File: config.mk
export PLATFORM = sky130hd
export DESIGN_NAME = cmp_tick_timer
export DESIGN_NICKNAME = d
export VERILOG_FILES = /design/src/rtl/ctt_pkg.sv /design/src/rtl/ctt_prescaler.sv /design/src/rtl/ctt_regs.sv /design/src/rtl/ctt_core.sv /design/src/rtl/cmp_tick_timer.sv
export SDC_FILE = /design/constraint.sdc
export NUM_CORES = 1
export LEC_CHECK = 0
export BUFFER_PORTS_ARGS = -buffer_cell sky130_fd_sc_hd__clkbuf_2
export CAP_MARGIN = 20
export CORE_MARGIN = 3
export CORE_UTILIZATION = 35
export DETAILED_ROUTE_END_ITERATION = 10
export PLACE_DENSITY_LB_ADDON = 0.1
export SYNTH_ARGS = -nofsm -noshare
export SYNTH_HDL_FRONTEND = slang
export SYNTH_HIERARCHICAL = 1
export SYNTH_SLANG_ARGS = --single-unit
File: constraint.sdc
create_clock -name clk -period 2.9 [get_ports clk]
set_input_delay 0.29 -clock clk [delete_from_list [all_inputs] [get_ports clk]]
set_output_delay 0.29 -clock clk [all_outputs]
set_load 0.02 [all_outputs]
File: src/rtl/ctt_pkg.sv
package ctt_pkg;

    localparam int CNT_W  = 16;
    localparam int ADDR_W = 3;
    localparam int PRE_W  = 10;   // widest divide is 1024
    localparam int IE_BIT = 1;    // interrupt enable bit in the mask register
    localparam int FLG_BIT = 1;   // match flag bit in the flag register

    typedef enum logic [ADDR_W-1:0] {
        R_CTRL   = 3'd0,
        R_MASK   = 3'd1,
        R_FLAG   = 3'd2,
        R_CNT_LO = 3'd3,
        R_CNT_HI = 3'd4,
        R_TOP_LO = 3'd5,
        R_TOP_HI = 3'd6
    } reg_sel_e;

    typedef enum logic [1:0] {
        WM_FREE = 2'b00,
        WM_CTC  = 2'b01,   // upper bit 0, lower bit 1
        WM_RSV2 = 2'b10,
        WM_RSV3 = 2'b11
    } wave_mode_e;

    typedef enum logic [2:0] {
        CS_OFF     = 3'd0,
        CS_DIV1    = 3'd1,
        CS_DIV8    = 3'd2,
        CS_DIV64   = 3'd3,
        CS_DIV256  = 3'd4,
        CS_DIV1024 = 3'd5,
        CS_RSV6    = 3'd6,
        CS_RSV7    = 3'd7
    } clk_sel_e;

    // Low prescaler bits that must all be ones for a tick to fire.
    function automatic logic [PRE_W-1:0] div_mask(input clk_sel_e cs);
        logic [PRE_W-1:0] m;
        case (cs)
            CS_DIV8:    m = PRE_W'(7);
            CS_DIV64:   m = PRE_W'(63);
            CS_DIV256:  m = PRE_W'(255);
            CS_DIV1024: m = PRE_W'(1023);
            default:    m = '0;
        endcase
        return m;
    endfunction

    function automatic logic cs_active(input clk_sel_e cs);
        return (cs == CS_DIV1) || (cs == CS_DIV8) || (cs == CS_DIV64) ||
               (cs == CS_DIV256) || (cs == CS_DIV1024);
    endfunction

endpackage

File: src/rtl/ctt_prescaler.sv
module ctt_prescaler
    import ctt_pkg::*;
#(
    parameter int PW = ctt_pkg::PRE_W
) (
    input  logic     clk,
    input  logic     rst_n,
    input  clk_sel_e cs,
    input  logic     restart,
    output logic     tick
);

    typedef struct packed {
        logic [PW-1:0] pre;
    } pre_t;

    pre_t s_d, s_q;
    logic active;
    logic [PW-1:0] mask;

    always_comb begin
        active = cs_active(cs);
        mask   = PW'(div_mask(cs));
        s_d    = s_q;
        if (restart) begin
            s_d.pre = '0;
        end else if (active) begin
            s_d.pre = s_q.pre + 1'b1;
        end
        tick = active && ((s_q.pre & mask) == mask);
    end

    always_ff @(posedge clk or negedge rst_n) begin
        if (!rst_n) begin
            s_q <= '0;
        end else begin
            s_q <= s_d;
        end
    end

endmodule

File: src/rtl/ctt_regs.sv
module ctt_regs
    import ctt_pkg::*;
#(
    parameter int CNT_W = ctt_pkg::CNT_W,
    localparam int HALF_W = CNT_W / 2
) (
    input  logic               clk,
    input  logic               rst_n,
    input  logic               wr_en,
    input  logic [ADDR_W-1:0]  addr,
    input  logic [HALF_W-1:0]  wdata,
    output clk_sel_e           cs_o,
    output wave_mode_e         mode_o,
    output logic               ie_o,
    output logic [CNT_W-1:0]   top_o,
    output logic               cnt_ld_o,
    output logic [CNT_W-1:0]   cnt_ld_val_o,
    output logic               flag_clr_o,
    output logic               pre_restart_o
);

    typedef struct packed {
        clk_sel_e          cs;
        wave_mode_e        mode;
        logic              ie;
        logic [CNT_W-1:0]  top;
        logic [HALF_W-1:0] stage;
    } regs_t;

    regs_t r_d, r_q;

    always_comb begin
        r_d           = r_q;
        cnt_ld_o      = 1'b0;
        cnt_ld_val_o  = {r_q.stage, wdata};
        flag_clr_o    = 1'b0;
        pre_restart_o = 1'b0;
        if (wr_en) begin
            case (reg_sel_e'(addr))
                R_CTRL: begin
                    r_d.cs        = clk_sel_e'(wdata[2:0]);
                    r_d.mode      = wave_mode_e'(wdata[4:3]);
                    pre_restart_o = (wdata[2:0] == CS_OFF);
                end
                R_MASK:   r_d.ie     = wdata[IE_BIT];
                R_FLAG:   flag_clr_o = wdata[FLG_BIT];
                R_CNT_HI: r_d.stage  = wdata;
                R_TOP_HI: r_d.stage  = wdata;
                R_CNT_LO: cnt_ld_o   = 1'b1;
                R_TOP_LO: r_d.top    = {r_q.stage, wdata};
                default: ;
            endcase
        end
    end

    always_ff @(posedge clk or negedge rst_n) begin
        if (!rst_n) begin
            r_q <= '{cs: CS_OFF, mode: WM_FREE, ie: 1'b0, top: '0, stage: '0};
        end else begin
            r_q <= r_d;
        end
    end

    assign cs_o   = r_q.cs;
    assign mode_o = r_q.mode;
    assign ie_o   = r_q.ie;
    assign top_o  = r_q.top;

endmodule

File: src/rtl/ctt_core.sv
module ctt_core #(
    parameter int CNT_W = ctt_pkg::CNT_W
) (
    input  logic             clk,
    input  logic             rst_n,
    input  logic             tick,
    input  logic             ctc,
    input  logic [CNT_W-1:0] top,
    input  logic             ld,
    input  logic [CNT_W-1:0] ld_val,
    input  logic             flag_clr,
    output logic [CNT_W-1:0] cnt_o,
    output logic             flag_o
);

    typedef struct packed {
        logic [CNT_W-1:0] cnt;
        logic             flag;
    } core_t;

    core_t c_d, c_q;
    logic  hit;

    always_comb begin
        hit = tick && (c_q.cnt == top);
        c_d = c_q;
        if (ld) begin
            c_d.cnt = ld_val;
        end else if (tick) begin
            if (hit && ctc) begin
                c_d.cnt = '0;
            end else begin
                c_d.cnt = c_q.cnt + 1'b1;
            end
        end
        // a fresh match outranks any clear in the same cycle
        if (hit) begin
            c_d.flag = 1'b1;
        end else if (flag_clr) begin
            c_d.flag = 1'b0;
        end
    end

    always_ff @(posedge clk or negedge rst_n) begin
        if (!rst_n) begin
            c_q <= '0;
        end else begin
            c_q <= c_d;
        end
    end

    assign cnt_o  = c_q.cnt;
    assign flag_o = c_q.flag;

endmodule

File: src/rtl/cmp_tick_timer.sv
module cmp_tick_timer
    import ctt_pkg::*;
#(
    parameter int CNT_W = ctt_pkg::CNT_W,
    localparam int HALF_W = CNT_W / 2
) (
    input  logic              clk,
    input  logic              rst_n,
    input  logic              wr_en,
    input  logic [ADDR_W-1:0] addr,
    input  logic [HALF_W-1:0] wdata,
    output logic [HALF_W-1:0] rdata,
    input  logic              irq_ack,
    output logic              irq
);

    clk_sel_e         cs_sel;
    wave_mode_e       mode;
    logic             ie;
    logic [CNT_W-1:0] top_val;
    logic             cnt_ld;
    logic [CNT_W-1:0] cnt_ld_val;
    logic             flag_clr_wr;
    logic             pre_restart;
    logic             tick;
    logic             ctc;
    logic [CNT_W-1:0] cnt;
    logic             flag;

    ctt_regs #(.CNT_W(CNT_W)) u_regs (
        .clk          (clk),
        .rst_n        (rst_n),
        .wr_en        (wr_en),
        .addr         (addr),
        .wdata        (wdata),
        .cs_o         (cs_sel),
        .mode_o       (mode),
        .ie_o         (ie),
        .top_o        (top_val),
        .cnt_ld_o     (cnt_ld),
        .cnt_ld_val_o (cnt_ld_val),
        .flag_clr_o   (flag_clr_wr),
        .pre_restart_o(pre_restart)
    );

    ctt_prescaler #(.PW(PRE_W)) u_pre (
        .clk    (clk),
        .rst_n  (rst_n),
        .cs     (cs_sel),
        .restart(pre_restart),
        .tick   (tick)
    );

    assign ctc = (mode == WM_CTC);

    ctt_core #(.CNT_W(CNT_W)) u_core (
        .clk     (clk),
        .rst_n   (rst_n),
        .tick    (tick),
        .ctc     (ctc),
        .top     (top_val),
        .ld      (cnt_ld),
        .ld_val  (cnt_ld_val),
        .flag_clr(flag_clr_wr | irq_ack),
        .cnt_o   (cnt),
        .flag_o  (flag)
    );

    always_comb begin
        rdata = '0;
        case (reg_sel_e'(addr))
            R_CTRL:   rdata = {{(HALF_W-5){1'b0}}, mode, cs_sel};
            R_MASK:   rdata[IE_BIT]  = ie;
            R_FLAG:   rdata[FLG_BIT] = flag;
            R_CNT_LO: rdata = cnt[HALF_W-1:0];
            R_CNT_HI: rdata = cnt[CNT_W-1:HALF_W];
            R_TOP_LO: rdata = top_val[HALF_W-1:0];
            R_TOP_HI: rdata = top_val[CNT_W-1:HALF_W];
            default: ;
        endcase
    end

    assign irq = flag & ie;

endmodule

==> out/results.tsv <==
stage	metric	value	unit
run_status	outcome	complete, no violations	
placement	place_congestion	0.812	
timing	slew_violations	0	
detailed_routing	drt_iter0_markers	161	
logic_synthesis	synth_warnings	6	
power	p_leak	1.70	nW
grt	gr-total-overflow	0	
detailed_routing	wirelength	9.57	mm
logic_synthesis	synth.most_common_cell	dfrtp_1	
logic_synthesis	synth_seq_cells	57	
grt	grt_pass1_vias	2779	
logic_synthesis	synthesis.area	3540	µm²
critical_path	path_max_fanout	10	
cells_and_area	ff_latch_area	1430	µm²
logic_synthesis	synth_cells	343	
critical_path	arrival	2.86	ns
cells_and_area	area_growth	13.2	%
critical_path	r2r_end	u_core/cnt_o[4]$_DFFE_PN0P_	
power	switching_power	1.11	mW
min_path	hold_depth	3	
grt	busiest_layer	met2	
cells_and_area	nFillCells	1005	
clocking	root_buffer	clkbuf_8	
logic_synthesis	synth_cell_types	64	
critical_path	setup.worst_path.end_class	flop	
timing	finalClockSkew	0.0114	ns
critical_path	r2r_setup_slack	0.27	ns
logic_synthesis	synth_flop_cell	dfrtp_1	
grt	grt_max_degree	35	
power	p_int	2.07	mW
clocking	cts_buffers	9	
floorplanning	initial_core_util	36.1	%
detailed_routing	vias	2754	
critical_path	timing.rr.start	u_pre/s_q[3]$_DFFE_PN0P_	
cells_and_area	finish.instance_area	4010	µm²
logic_synthesis	synth_xor_xnor_area_share	5.19	%
logic_synthesis	avgSynthCellArea	10.3	µm²
critical_path	reg2reg_depth	10	
timing	worst_pin_slew	0.679	ns
min_path	whs_endpoint	u_core/cnt_o[5]$_DFFE_PN0P_	
logic_synthesis	netlist_top_cells_area	dfrtp_1, mux2_2, mux2_4	
power	p_per_area	792	nW/µm²
floorplanning	die_h	107	µm
clocking	clk_pin_slew	0.07	ns
cells_and_area	antennaDiodeCount	0	
placement	hpwl	6.80	mm
run	max_cap_viol_count	0	
cells_and_area	finalNetCount	380	
logic_synthesis	async_flop_share	100	%
detailed_routing	antenna_left	0	
timing	min_period	2.63	ns
power	ir_worst_vdd	0.318	mV
power	swShare	34.9	%
grt	gr-usage-met2	28.9	%
logic_synthesis	synth_nets	360	
min_path	hold_class	in -> reg	
critical_path	critPathKind	reg -> reg	
timing	finalHoldViolations	0	
logic_synthesis	synth_commonest_cells	dfrtp_1, nand2_1, mux2_2	
detailed_routing	wl_per_cell	19.1	µm
clocking	cts.sinks	57	
clocking	clock_latency	0.35	ns
grt	met1_usage	23.6	%
power	p_comb_share	28.9	%
detailed_routing	drc_errors	0	
logic_synthesis	synth_compound_area_share	14.5	%
grt	grt_pass1_wl	15.6	mm
placement	placed_cell_area	3760	µm²
timing	tns	0	ns
floorplanning	ioPinCount	24	
floorplanning	die_x	107	µm
timing	grt_setup_unrepaired	false	
clocking	cts_buffer_depth	2	
grt	grt_use_total	17.9	%
critical_path	start_kind	flop	
logic_synthesis	synth_area_leader_cell	dfrtp_1	
logic_synthesis	synthMuxAreaShare	13.8	%
logic_synthesis	synth_edf_count	0	
timing	fmax	381	MHz
timing	slew_headroom	54.7	%
grt	antenna_found_initial	0	
cells_and_area	final_layout_size_suffix_gt1_share	28.5	%
power	clockPowerShare	29.0	%
min_path	hold_start	wdata[5]	
floorplanning	core	9820	µm²
clocking	cts_tree	done	
logic_synthesis	synth-simple-area-share	19.8	%
cells_and_area	multiInputGateArea	1930	µm²
floorplanning	die_area	11400	µm²
grt	met3_usage	4.09	%
floorplanning	num_rows	36	
timing	setup_violations	0	
logic_synthesis	synth_fa_ha_area_share	0.706	%
detailed_routing	via_per_inst	5.50	
detailed_routing	dr.pass1.iters	4	
power	p_seq_share	42.2	%
placement	portBuffers	23	
logic_synthesis	synth_top_cell_area_share	40.3	%
clocking	htreeDepth	3	
critical_path	worstPathRequired	3.13	ns
timing	finalCritPeriodShare	90.6	%
logic_synthesis	synth_top_family_by_area	simple AND/OR/NAND/NOR gates	
logic_synthesis	ys_seq_area_share	40.3	%
## registers in the layout, summed over array words and instances (netlist names)
register             cells
u_regs/ie_o              1
u_pre/s_q               10
u_regs/top_o            16
u_regs/mode_o            2
u_core/flag_o            1
u_regs/cs_o              3
u_regs/cnt_ld_val_o      8
u_core/cnt_o            16
## how the worst max path moves through the flow
stage,from,depth (start not counted),end
2_1_floorplan,u_pre/s_q[3]$_DFFE_PN0P_,11,u_core/cnt_o[3]$_DFFE_PN0P_
4_1_cts,u_pre/s_q[3]$_DFFE_PN0P_,10,u_core/cnt_o[8]$_DFFE_PN0P_
5_1_grt,u_pre/s_q[3]$_DFFE_PN0P_,10,u_core/cnt_o[13]$_DFFE_PN0P_
3_3_place_gp,u_pre/s_q[3]$_DFFE_PN0P_,10,u_core/cnt_o[13]$_DFFE_PN0P_
6_report,u_pre/s_q[3]$_DFFE_PN0P_,10,u_core/cnt_o[4]$_DFFE_PN0P_
3_5_place_dp,u_pre/s_q[3]$_DFFE_PN0P_,10,u_core/cnt_o[8]$_DFFE_PN0P_
## metal layers
layer | up-vias | part of all wire, %
li1 | 1304 | -
met1 | 1378 | 46
met2 | 58 | 48
met3 | 14 | 4.2
met4 | 0 | 2.0
met5 | - | 0
## critical path, stage by stage (launching register included)
cell and delay [ns]:
dfrtp_1 0.41, nand4_1 0.16, nor3_1 0.24, a21oi_1 0.11
a311oi_2 0.30, o221ai_1 0.19, nor4_2 0.29, nand3_2 0.28
buf_4 0.26, a32oi_1 0.19, o21ai_1 0.09
## cells by family (layout without fill, tap and decap cells)
logic type	Yosys count	in the layout
XOR/XNOR	21	21
multiplexers	41	41
AO/OA/AOI/OAI	73	73
AND/OR/NAND/NOR	114	114
flip-flops	57	57
buffers and inverters	35	60
adder cells (fa/ha/maj)	2	2
## cells in the final DEF (no fill, tap or decap), drive strengths merged, types with 5 or more instances in the layout
master  count
a32oi      12
nand2      25
or2         5
a221oi      5
nand3      10
and3        6
mux2i      10
dfrtp      57
nor2       17
inv        11
nor3       12
xnor2      17
a21oi      15
nand4       5
nor4        6
buf         9
mux2       31
clkbuf     33
o21ai      16
## through the flow
step	std cells	setup WS (ns)	hold WS, ns	util, %	total power, mW
2_1_floorplan	343	0.413	-0.00559	-	1.97
3_3_place_gp	484	0.251	0.355	38.3	2.27
3_5_place_dp	484	0.159	0.362	38.3	2.27
4_1_cts	501	0.142	0.202	40.9	3.22
5_1_grt	501	0.00778	0.207	40.9	3.38
6_report	501	0.273	0.217	40.9	3.18
## timing repair
| action | 4_1_cts | 5_1_grt |
|---|---|---|
| endpoints found under the hold margin | 23 | 0 |
| buffers inserted | 0 | 0 |
| setup endpoints to repair | 0 | 8 |
| gates resized for setup | 0 | 0 |
| hold buffers | 1 | 0 |
## cell type report
class	count	area share, %
Clock buffer	10	3.43
Clock inverter	6	2.62
Inverter	11	1.03
Multi-Input combinational cell	251	48.1
Sequential cell	57	35.5
Tap cell	133	4.15
Timing Repair Buffer	33	5.11
## power by group through the flow
| stage | logic (mW) | registers, mW | clock network [mW] |
|---|---|---|---|
| 2_1_floorplan | 0.718 | 1.25 | 0 |
| 3_3_place_gp | 0.916 | 1.35 | 0 |
| 3_5_place_dp | 0.913 | 1.35 | 0 |
| 4_1_cts | 0.917 | 1.34 | 0.957 |
| 5_1_grt | 1.01 | 1.38 | 0.987 |
| 6_report | 0.917 | 1.34 | 0.920 |
Power figures use the tool's default switching activity.
